<file path="config.mk">
export PLATFORM = sky130hd
export DESIGN_NAME = hsec_check
export DESIGN_NICKNAME = d
export VERILOG_FILES = /design/src/rtl/hsec_pkg.sv /design/src/rtl/hsec_syndrome.sv /design/src/rtl/hsec_classify.sv /design/src/rtl/hsec_rmw.sv /design/src/rtl/hsec_check.sv
export SDC_FILE = /design/constraint.sdc
export NUM_CORES = 1
export LEC_CHECK = 0
export BUFFER_PORTS_ARGS = -buffer_cell sky130_fd_sc_hd__buf_2
export CORE_MARGIN = 4
export CORE_UTILIZATION = 55
export CTS_BUF_LIST = sky130_fd_sc_hd__clkbuf_16
export CTS_CLUSTER_DIAMETER = 150
export DETAILED_ROUTE_END_ITERATION = 7
export PLACE_DENSITY = 0.83
export SYNTH_ARGS = -nofsm -noshare
export SYNTH_HDL_FRONTEND = slang
export SYNTH_SLANG_ARGS = --single-unit
</file>
<file path="constraint.sdc">
create_clock -name clk -period 7.28 [get_ports clk]
set_input_delay 1.456 -clock clk [delete_from_list [all_inputs] [get_ports clk]]
set_output_delay 1.456 -clock clk [all_outputs]
set_load 0.1 [all_outputs]
</file>
<file path="src/rtl/hsec_pkg.sv">
package hsec_pkg;
  localparam int CODE_W     = 24;
  localparam int WORD_W     = 32;
  localparam int BYTE_IDX_W = 9;
  localparam int BIT_IDX_W  = 3;
  localparam int DATA_W     = 8;
  localparam int CNT_W      = $clog2(WORD_W + 1);
  localparam int PAR_LSB    = 16;

  typedef enum logic [2:0] {
    ST_CLEAN  = 3'd0,
    ST_FIXED  = 3'd1,
    ST_ECCBAD = 3'd2,
    ST_ERASED = 3'd3,
    ST_UNCORR = 3'd4
  } hsec_status_e;

  // Spread a 3-byte code into the 32-bit syndrome layout.
  function automatic logic [WORD_W-1:0] hsec_repack(input logic [CODE_W-1:0] c);
    logic [WORD_W-1:0] w;
    w        = '0;
    w[7:0]   = c[7:0];
    w[23:16] = c[15:8];
    w[27:24] = c[23:20];
    w[11:8]  = c[19:16];
    return w;
  endfunction
endpackage

</file>
<file path="src/rtl/hsec_syndrome.sv">
module hsec_syndrome
  import hsec_pkg::*;
(
  input  logic [CODE_W-1:0] stored_code,
  input  logic [CODE_W-1:0] calc_code,
  output logic [WORD_W-1:0] stored_word,
  output logic [WORD_W-1:0] calc_word,
  output logic [WORD_W-1:0] syndrome,
  output logic [CNT_W-1:0]  weight
);
  logic [CNT_W-1:0] partial [WORD_W+1];

  assign stored_word = hsec_repack(stored_code);
  assign calc_word   = hsec_repack(calc_code);
  assign syndrome    = stored_word ^ calc_word;

  // Ripple population count, one adder stage per syndrome bit.
  assign partial[0] = '0;
  for (genvar g = 0; g < WORD_W; g++) begin : g_pop
    assign partial[g+1] = partial[g] + CNT_W'(syndrome[g]);
  end
  assign weight = partial[WORD_W];
endmodule

</file>
<file path="src/rtl/hsec_classify.sv">
module hsec_classify
  import hsec_pkg::*;
#(
  parameter logic [WORD_W-1:0] ERASED_WORD = 32'h0FFF_0FFF,
  parameter int                FIX_WEIGHT  = 12
) (
  input  logic [WORD_W-1:0]     syndrome,
  input  logic [CNT_W-1:0]      weight,
  input  logic [WORD_W-1:0]     stored_word,
  input  logic [WORD_W-1:0]     calc_word,
  output hsec_status_e          status,
  output logic [BYTE_IDX_W-1:0] byte_idx,
  output logic [BIT_IDX_W-1:0]  bit_idx
);
  localparam logic [CNT_W-1:0] FIX_CNT = CNT_W'(FIX_WEIGHT);
  localparam logic [CNT_W-1:0] ONE_CNT = CNT_W'(1);

  always_comb begin
    status   = ST_CLEAN;
    byte_idx = '0;
    bit_idx  = '0;
    if (syndrome == '0) begin
      status = ST_CLEAN;
    end else if (weight == FIX_CNT) begin
      status   = ST_FIXED;
      bit_idx  = syndrome[PAR_LSB +: BIT_IDX_W];
      byte_idx = syndrome[PAR_LSB + BIT_IDX_W +: BYTE_IDX_W];
    end else if (weight == ONE_CNT) begin
      status = ST_ECCBAD;
    end else if ((stored_word == ERASED_WORD) && (calc_word == '0)) begin
      status = ST_ERASED;
    end else begin
      status = ST_UNCORR;
    end
  end
endmodule

</file>
<file path="src/rtl/hsec_rmw.sv">
module hsec_rmw
  import hsec_pkg::*;
(
  input  logic                  clk,
  input  logic                  rst_n,
  input  logic                  go,
  input  logic [BYTE_IDX_W-1:0] go_addr,
  input  logic [BIT_IDX_W-1:0]  go_bit,
  input  logic [DATA_W-1:0]     mem_rdata,
  output logic                  mem_rd_en,
  output logic                  mem_wr_en,
  output logic [BYTE_IDX_W-1:0] mem_addr,
  output logic [DATA_W-1:0]     mem_wdata,
  output logic                  last
);
  typedef enum logic [1:0] {RMW_IDLE, RMW_RD, RMW_WR} rmw_state_e;

  rmw_state_e              state_q, state_d;
  logic [BYTE_IDX_W-1:0]   addr_q;
  logic [BIT_IDX_W-1:0]    bit_q;
  logic                    cap_en;
  logic [DATA_W-1:0]       flip_mask;

  assign cap_en = go && (state_q == RMW_IDLE);

  always_comb begin
    state_d = state_q;
    case (state_q)
      RMW_IDLE: if (go) state_d = RMW_RD;
      RMW_RD:   state_d = RMW_WR;
      RMW_WR:   state_d = RMW_IDLE;
      default:  state_d = RMW_IDLE;
    endcase
  end

  always_ff @(posedge clk or negedge rst_n) begin
    if (!rst_n) begin
      state_q <= RMW_IDLE;
      addr_q  <= '0;
      bit_q   <= '0;
    end else begin
      state_q <= state_d;
      if (cap_en) begin
        addr_q <= go_addr;
        bit_q  <= go_bit;
      end
    end
  end

  assign flip_mask = DATA_W'(1) << bit_q;
  assign mem_rd_en = (state_q == RMW_RD);
  assign mem_wr_en = (state_q == RMW_WR);
  assign mem_addr  = addr_q;
  assign mem_wdata = mem_rdata ^ flip_mask;
  assign last      = (state_q == RMW_WR);

  AST_WR_AFTER_RD: assert property (@(posedge clk) disable iff (!rst_n)
    mem_wr_en |-> $past(mem_rd_en)) else $error("write without read");
  AST_ADDR_HELD: assert property (@(posedge clk) disable iff (!rst_n)
    mem_wr_en |-> $stable(mem_addr)) else $error("address moved");
  AST_RD_WR_EXCL: assert property (@(posedge clk) disable iff (!rst_n)
    !(mem_rd_en && mem_wr_en)) else $error("read and write together");
endmodule

</file>
<file path="src/rtl/hsec_check.sv">
module hsec_check
  import hsec_pkg::*;
#(
  parameter logic [WORD_W-1:0] ERASED_WORD     = 32'h0FFF_0FFF,
  parameter int                FIX_WEIGHT      = 12,
  parameter int                RST_SYNC_STAGES = 2
) (
  input  logic                  clk,
  input  logic                  rst_n,
  input  logic                  start,
  input  logic                  fix_en,
  input  logic [CODE_W-1:0]     stored_code,
  input  logic [CODE_W-1:0]     calc_code,
  output logic                  done,
  output logic [2:0]            status,
  output logic [BYTE_IDX_W-1:0] byte_idx,
  output logic [BIT_IDX_W-1:0]  bit_idx,
  output logic                  mem_rd_en,
  output logic                  mem_wr_en,
  output logic [BYTE_IDX_W-1:0] mem_addr,
  output logic [DATA_W-1:0]     mem_wdata,
  input  logic [DATA_W-1:0]     mem_rdata
);
  typedef enum logic [1:0] {T_IDLE, T_EVAL, T_FIX} top_state_e;

  // Reset: asserted asynchronously, released on a clock edge.
  logic [RST_SYNC_STAGES-1:0] rst_pipe;
  logic                       rst_sync_n;

  always_ff @(posedge clk or negedge rst_n) begin
    if (!rst_n) rst_pipe <= '0;
    else        rst_pipe <= {rst_pipe[RST_SYNC_STAGES-2:0], 1'b1};
  end
  assign rst_sync_n = rst_pipe[RST_SYNC_STAGES-1];

  top_state_e              state_q, state_d;
  logic [CODE_W-1:0]       stored_q, calc_q;
  logic                    fix_q;
  hsec_status_e            status_q;
  logic [BYTE_IDX_W-1:0]   byte_q;
  logic [BIT_IDX_W-1:0]    bit_q;
  logic                    done_q, done_d;
  logic                    accept, res_en, rmw_go, rmw_last;

  logic [WORD_W-1:0]       stored_word, calc_word, syndrome;
  logic [CNT_W-1:0]        weight;
  hsec_status_e            cls_status;
  logic [BYTE_IDX_W-1:0]   cls_byte;
  logic [BIT_IDX_W-1:0]    cls_bit;

  hsec_syndrome u_syn (
    .stored_code (stored_q),
    .calc_code   (calc_q),
    .stored_word (stored_word),
    .calc_word   (calc_word),
    .syndrome    (syndrome),
    .weight      (weight)
  );

  hsec_classify #(
    .ERASED_WORD (ERASED_WORD),
    .FIX_WEIGHT  (FIX_WEIGHT)
  ) u_cls (
    .syndrome    (syndrome),
    .weight      (weight),
    .stored_word (stored_word),
    .calc_word   (calc_word),
    .status      (cls_status),
    .byte_idx    (cls_byte),
    .bit_idx     (cls_bit)
  );

  assign accept = start && (state_q == T_IDLE);
  assign res_en = (state_q == T_EVAL);
  assign rmw_go = res_en && fix_q && (cls_status == ST_FIXED);

  hsec_rmw u_rmw (
    .clk       (clk),
    .rst_n     (rst_sync_n),
    .go        (rmw_go),
    .go_addr   (cls_byte),
    .go_bit    (cls_bit),
    .mem_rdata (mem_rdata),
    .mem_rd_en (mem_rd_en),
    .mem_wr_en (mem_wr_en),
    .mem_addr  (mem_addr),
    .mem_wdata (mem_wdata),
    .last      (rmw_last)
  );

  always_comb begin
    state_d = state_q;
    done_d  = 1'b0;
    case (state_q)
      T_IDLE: if (accept) state_d = T_EVAL;
      T_EVAL: begin
        if (rmw_go) begin
          state_d = T_FIX;
        end else begin
          state_d = T_IDLE;
          done_d  = 1'b1;
        end
      end
      T_FIX: begin
        if (rmw_last) begin
          state_d = T_IDLE;
          done_d  = 1'b1;
        end
      end
      default: state_d = T_IDLE;
    endcase
  end

  always_ff @(posedge clk or negedge rst_sync_n) begin
    if (!rst_sync_n) begin
      state_q  <= T_IDLE;
      stored_q <= '0;
      calc_q   <= '0;
      fix_q    <= 1'b0;
      status_q <= ST_CLEAN;
      byte_q   <= '0;
      bit_q    <= '0;
      done_q   <= 1'b0;
    end else begin
      state_q <= state_d;
      done_q  <= done_d;
      if (accept) begin
        stored_q <= stored_code;
        calc_q   <= calc_code;
        fix_q    <= fix_en;
      end
      if (res_en) begin
        status_q <= cls_status;
        byte_q   <= cls_byte;
        bit_q    <= cls_bit;
      end
    end
  end

  assign done     = done_q;
  assign status   = status_q;
  assign byte_idx = byte_q;
  assign bit_idx  = bit_q;

  AST_DONE_PULSE: assert property (@(posedge clk) disable iff (!rst_sync_n)
    done |=> !done) else $error("done longer than one cycle");
  AST_WRITE_ONLY_FIXED: assert property (@(posedge clk) disable iff (!rst_sync_n)
    mem_wr_en |-> (status_q == ST_FIXED)) else $error("write for non-correctable");
  AST_IDX_ZERO: assert property (@(posedge clk) disable iff (!rst_sync_n)
    (done && (status_q != ST_FIXED)) |-> (byte_idx == '0 && bit_idx == '0))
    else $error("index not zero");
  AST_DONE_FROM_BUSY: assert property (@(posedge clk) disable iff (!rst_sync_n)
    done |-> $past(state_q != T_IDLE)) else $error("done without run");
  AST_NO_MEM_IDLE: assert property (@(posedge clk) disable iff (!rst_sync_n)
    (state_q == T_IDLE) |-> !(mem_rd_en || mem_wr_en)) else $error("memory access idle");
endmodule

</file>
Word level (Yosys, flattened, before mapping). Index checks and enable logic that the tools add are counted.

Register bits after elaboration: 83. Latch bits: 0. Memory bits (writable): 0. ROM bits: 0. Bits of input ports: 60. Output and inout port bits: 35. Logic and storage cells: 84. Memories kept: 0.

Add/sub/neg operators: 31. Multiply operators: 0. Divide/modulo/power cells: 0. Magnitude comparators: 0. Equal/unequal tests: 11. Shifts and indexed selects: 1. Muxes and demuxes: 17. Bitwise gates (word level): 2. Reductions and logical operators: 10.

Operators by type and width (count): 6-bit by 1-bit adder with 6-bit output (26); 32-bit logical NOT (2); 28-bit bitwise XOR (1); 6-bit by 1-bit adder with 6-bit output, second input constant (4); 24-bit equality test, second input constant (1); 3-bit 2-to-1 mux (6); 9-bit 2-to-1 mux (2); 2-bit 2-to-1 mux (4); 1-bit by 3-bit left shift with 8-bit output, first input constant (1); 8-bit bitwise XOR (1); 6-bit by 1-bit equality test with 1-bit output, second input constant (1); 6-bit by 4-bit equality test with 1-bit output, second input constant (1); 2-bit case mux with 3 select lines (1); 1-bit logical AND (5); 2-bit by 1-bit equality test with 1-bit output, second input constant (2); 2-bit equality test, second input constant (2); 2-bit logical NOT (2); 2-bit inequality test, second input constant (2); 2-bit case mux with 2 select lines (1); 3-bit by 1-bit equality test with 1-bit output, second input constant (1); 1-bit by 1-bit adder with 2-bit output (1); 1-bit 2-to-1 mux (2); 2-bit by 1-bit inequality test with 1-bit output, second input constant (1); 1-bit case mux with 2 select lines (1); 2-bit AND reduction (1).

Logic depth before layout (Yosys ltp).
Depth in word-level cells: 40. Depth in mapped cells: 19. Mapped depth without buffers: 18.

Hierarchy. Synthesis repeated with hierarchy kept, for this count alone.

Cells, all modules: 439. Area total of the unflattened synthesis: 5141.2 µm².

Modules (own cells, without submodules): hsec_check (instances 1, cells an instance 159, area an instance 2668.8 µm², sequential area each 1726.7 µm²); hsec_syndrome (instances 1, cells an instance 168, area an instance 1380.1 µm², sequential area each 0.0 µm²); hsec_rmw (instances 1, cells an instance 51, area an instance 683.2 µm², sequential area each 350.3 µm²); hsec_classify (instances 1, cells an instance 61, area an instance 409.1 µm², sequential area each 0.0 µm²).

Least setup slack after synthesis. OpenSTA, ideal clock, no wires.

Path type: register to register. From: register calc_q[1]. To: register u_rmw.addr_q[8], in the netlist u_rmw.mem_addr[8]. Library setup time: 0.080 ns. Data arrival time: 5.719 ns. Data required time: 7.200 ns. Setup slack: 1.481 ns. Cell stages (with the launch flop): 18. Path buffers: 1. Period minus slack after synthesis: 5.799 ns. Path through: dfrtp_1 > xor2_1 > inv_1 > ha_1 > inv_1 > fa_1 > fa_1 > fa_1 > fa_1 > fa_1 > fa_1 > fa_1 > nand2b_1 > a2111o_1 > nand3b_1 > a211oi_2 > buf_4 > mux2i_1.

Cells in the longest elaborated chain, start to end: 39. Elaborated cells on any way between the ends: 46. Classes of those cells: add/sub: 31; eq/ne: 3; mux: 6; bitwise: 1; reduce/logical: 5.

Ends and longest elaborated chain: start: declaration (RTL line hsec_check.sv:37) `logic [CODE_W-1:0] stored_q, calc_q;`; start signal: assignment (RTL line hsec_check.sv:129) `calc_q <= calc_code;`; 28-bit bitwise XOR (RTL line hsec_syndrome.sv:15) `assign syndrome = stored_word ^ calc_word;`; 1-bit by 1-bit adder with 2-bit output (RTL line hsec_syndrome.sv:20) `assign partial[g+1] = partial[g] + CNT_W'(syndrome[g]);`; 6-bit by 1-bit adder with 6-bit output (30 in a row) (RTL line hsec_syndrome.sv:20); 6-bit by 1-bit equality test with 1-bit output (RTL line hsec_classify.sv:28) `end else if (weight == ONE_CNT) begin`; 3-bit 2-to-1 mux (RTL line hsec_classify.sv:28); 3-bit 2-to-1 mux (RTL line hsec_classify.sv:24) `end else if (weight == FIX_CNT) begin`; 3-bit 2-to-1 mux (RTL line hsec_classify.sv:22) `if (syndrome == '0) begin`; 3-bit by 1-bit equality test with 1-bit output (RTL line hsec_check.sv:75) `assign rmw_go = res_en && fix_q && (cls_status == ST_FIXED);`; 1-bit logical AND (RTL line hsec_check.sv:75); 1-bit logical AND (RTL line hsec_rmw.sv:24) `assign cap_en = go && (state_q == RMW_IDLE);`; end signal: assignment (RTL line hsec_rmw.sv:44) `addr_q <= go_addr;`; end: declaration (RTL line hsec_rmw.sv:19) `logic [BYTE_IDX_W-1:0] addr_q;`.

Several ways; a longest one is shown, not always the timed one. A chain may end at the register's enable or synchronous reset.

Worst setup path after layout.
From: register calc_q[1]. To: register u_rmw.addr_q[6], in the netlist u_rmw.mem_addr[6].

Same word-level chain as after synthesis.

==> flow_summary.json <==
{
  "skew_ns": 0.003873,
  "nets": 524,
  "nFillCells": 583,
  "antenna_left": 0,
  "finalMaxSlewViolations": 0,
  "post-place-ws_ns": 1.010,
  "gp_congestion": 0.8491,
  "layout-drive-gt1-share_pct": 39.00,
  "path_common_cell": "fa_1",
  "cts_max_level": 3,
  "postSynthCellCount": 339,
  "clockRootBuffer": "clkbuf_16",
  "path_class": "reg2reg",
  "yosysWarnings": 0,
  "place_area_um2": 5040,
  "cp-start-kind": "flop",
  "rsz0062_at_grt": "false",
  "grt_usage_pct": 20.17,
  "dpl.cell_count": 527,
  "synth-simple-area-share_pct": 8.252,
  "path_clk_slew_ns": 0.06,
  "finalInstanceArea_um2": 5325,
  "grt_pass1_wl_mm": 15.41,
  "synthTopCellsByCount": "83 x dfrtp_1, 37 x inv_1, 35 x mux2_2",
  "ys_ff_latch": 83,
  "postCtsSetupBuffers": 0,
  "io_buffers": 94,
  "syn_to_final_growth_pct": 19.05,
  "seq_area_frac_synth_pct": 46.43,
  "antenna_found_initial": 0,
  "slowest_delay_ns": 0.53,
  "worstMarginPinSlew_ns": 1.113,
  "crit_chain": "xor2_1, inv_1, ha_1, inv_1, fa_1, fa_1, fa_1, fa_1, fa_1, fa_1, fa_1, xor2_1, a2111o_1, nand3b_1, a211oi_2, buf_4, mux2_1",
  "max_freq_mhz": 159.3,
  "io-pin-count": 95,
  "synth-edff-count": 0,
  "status": "completed",
  "overflow": 0,
  "numCtsBuffers": 9,
  "final-hold-violation-count": 0,
  "synth-compound-area-share_pct": 7.049,
  "cts_sinks": 83,
  "antenna_cells": 0,
  "reg2reg_slack_ns": 1.00,
  "drt-vias-per-instance": 5.514,
  "start_util_pct": 57.29,
  "grt_max_degree": 82,
  "drtIter0Drc": 80,
  "slowest_stage": "fa_1",
  "syn_area_um2": 4473,
  "synth_fp_nets": 427,
  "drt_first_pass_iters": 4,
  "synth_cell_types": 51,
  "vias": 2994,
  "routed_wl_mm": 9.342,
  "setup_tns_ns": 0,
  "synth_xor_area_share_pct": 7.972,
  "clock_latency_ns": 0.34,
  "hp-class": "reg2reg",
  "die-height_um": 98.18,
  "endpoint_kind": "flop",
  "period_share_pct": 86.24,
  "synthMuxAreaShare_pct": 15.33,
  "cts_tree": "yes",
  "synth_top_area_share_pct": 46.43,
  "yosys-top-cells-area": "dfrtp_1 46%, mux2_2 8.8%, fa_1 7.6%",
  "synth_area_per_cell_um2": 13.19,
  "synth_fa_ha_area_share_pct": 10.69,
  "path_max_fanout": 12,
  "maxCapViolations": 0,
  "grt_pass1_vias": 3187,
  "setup_ws_ns": 1.002,
  "dpl.hpwl_mm": 7.017,
  "yosysTopAreaCell": "dfrtp_1",
  "drcViolationCount": 0,
  "die_w_um": 98.18,
  "rows": 32,
  "ys.flop_type": "dfrtp_1",
  "cts_resized": 0,
  "async_flop_share_pct": 100.0,
  "stdcell_count": 543,
  "wl_per_cell_um": 17.20,
  "setup_violations": 0,
  "die-area_um2": 9639,
  "fin_crit_ns": 6.278,
  "cp_data_arrival_time_ns": 6.50,
  "cts_hold_buf": 0,
  "crit_required_ns": 7.50,
  "cts_buffer_depth": 2,
  "max_slew_margin_pct": 25.53,
  "synth_most_common_cell": "dfrtp_1",
  "coreArea_um2": 7807,
  "synth_top_family_by_area": "multiplexers"
}
-- per-stage QoR --
step	hold WS [ns]	util (%)
2_1_floorplan	0.3312	-
3_3_place_gp	0.3384	64.55
3_5_place_dp	0.3403	64.55
4_1_cts	0.3540	68.21
5_1_grt	0.3558	68.21
6_report	0.3510	68.21
-- routing by layer --
layer  up-vias  GRT usage, %  share of wire (%)
li1       1381             -                  -
met1      1467         25.05                 40
met2       121         33.56                 49
met3        25         4.714                7.7
met4         0         9.349                2.9
met5         -             0                  0
-- kinds of logic after synthesis --
group | after synthesis
compound gates | 31
xor+xnor | 33
fa+ha+maj | 28
buf+inv | 47
flops | 83
mux | 62
other cells | 1
simple gates | 54
-- placed cells by master (no fill, tap or decap), types with 2 or more instances in the layout --
cell type / synthesis / layout
o2bb2ai_2: 10 / 10
clkbuf_16: 0 / 9
mux2i_1: 10 / 10
ha_1: 11 / 11
mux2_2: 35 / 35
inv_1: 37 / 38
nand4_1: 7 / 7
or4_1: 3 / 3
mux2_1: 17 / 17
nand3_1: 5 / 5
a21oi_1: 5 / 5
clkinv_2: 0 / 3
fa_1: 17 / 17
nor4bb_1: 8 / 8
dfrtp_1: 83 / 82
nor2b_1: 3 / 3
xor2_1: 8 / 8
xnor2_1: 16 / 16
nand2_1: 8 / 7
nor3_1: 4 / 4
xnor2_2: 9 / 9
nor4_1: 2 / 2
nand2b_1: 2 / 2
a32o_1: 2 / 2
and3b_1: 2 / 2
o21ai_1: 2 / 2
buf_2: 0 / 94
-- state kept, by name, indices dropped and copies added (netlist names) --
signal and count:
u_rmw.bit_q 3, u_rmw.state_q 2, u_rmw.mem_addr 9, stored_q 24, rst_pipe 2, calc_q 24
state_q 2, byte_idx 9, bit_idx 3, fix_q 1, done 1, status 3
-- worst paths after layout --
path | from | endpoint | depth (start not counted)
setup reg to reg | calc_q[1] | u_rmw.mem_addr[6] | 17
hold reg to reg | rst_pipe[0] | rst_pipe[1] | 0
setup / recovery | calc_q[1] | u_rmw.mem_addr[6] | 17
max in group asynchronous | rst_pipe[1] | calc_q[4] | 0
min in group asynchronous | rst_pipe[1] | calc_q[18] | 0
hold / removal | rst_pipe[0] | rst_pipe[1] | 0
-- critical path: cells and delay by family (launching register included) --
kind / cells / cell delay [ns]
buffers and inverters: 3 / 0.39
adders and majority gates: 8 / 3.81
muxes: 1 / 0.34
DFF: 1 / 0.40
xor gates and xnor gates: 2 / 0.42
AOI/OAI and AO/OA: 2 / 0.55
and+or+nand+nor: 1 / 0.25
-- area by class of cell --
| class | count | area, µm² | share of cell area (%) |
|---|---|---|---|
| well taps | 102 | 127.6 | 2.397 |
| flip-flops and latches | 83 | 2081 | 39.07 |
| multi-input cells | 209 | 2211 | 41.52 |
| inverters | 38 | 142.6 | 2.679 |
| clock inverters | 7 | 60.06 | 1.128 |
| clock buffers | 9 | 225.2 | 4.229 |
| repair buffers | 95 | 478.0 | 8.976 |
Power is not shown: default switching activity piles up to over one toggle a cycle in this logic, so the estimate is an artifact.
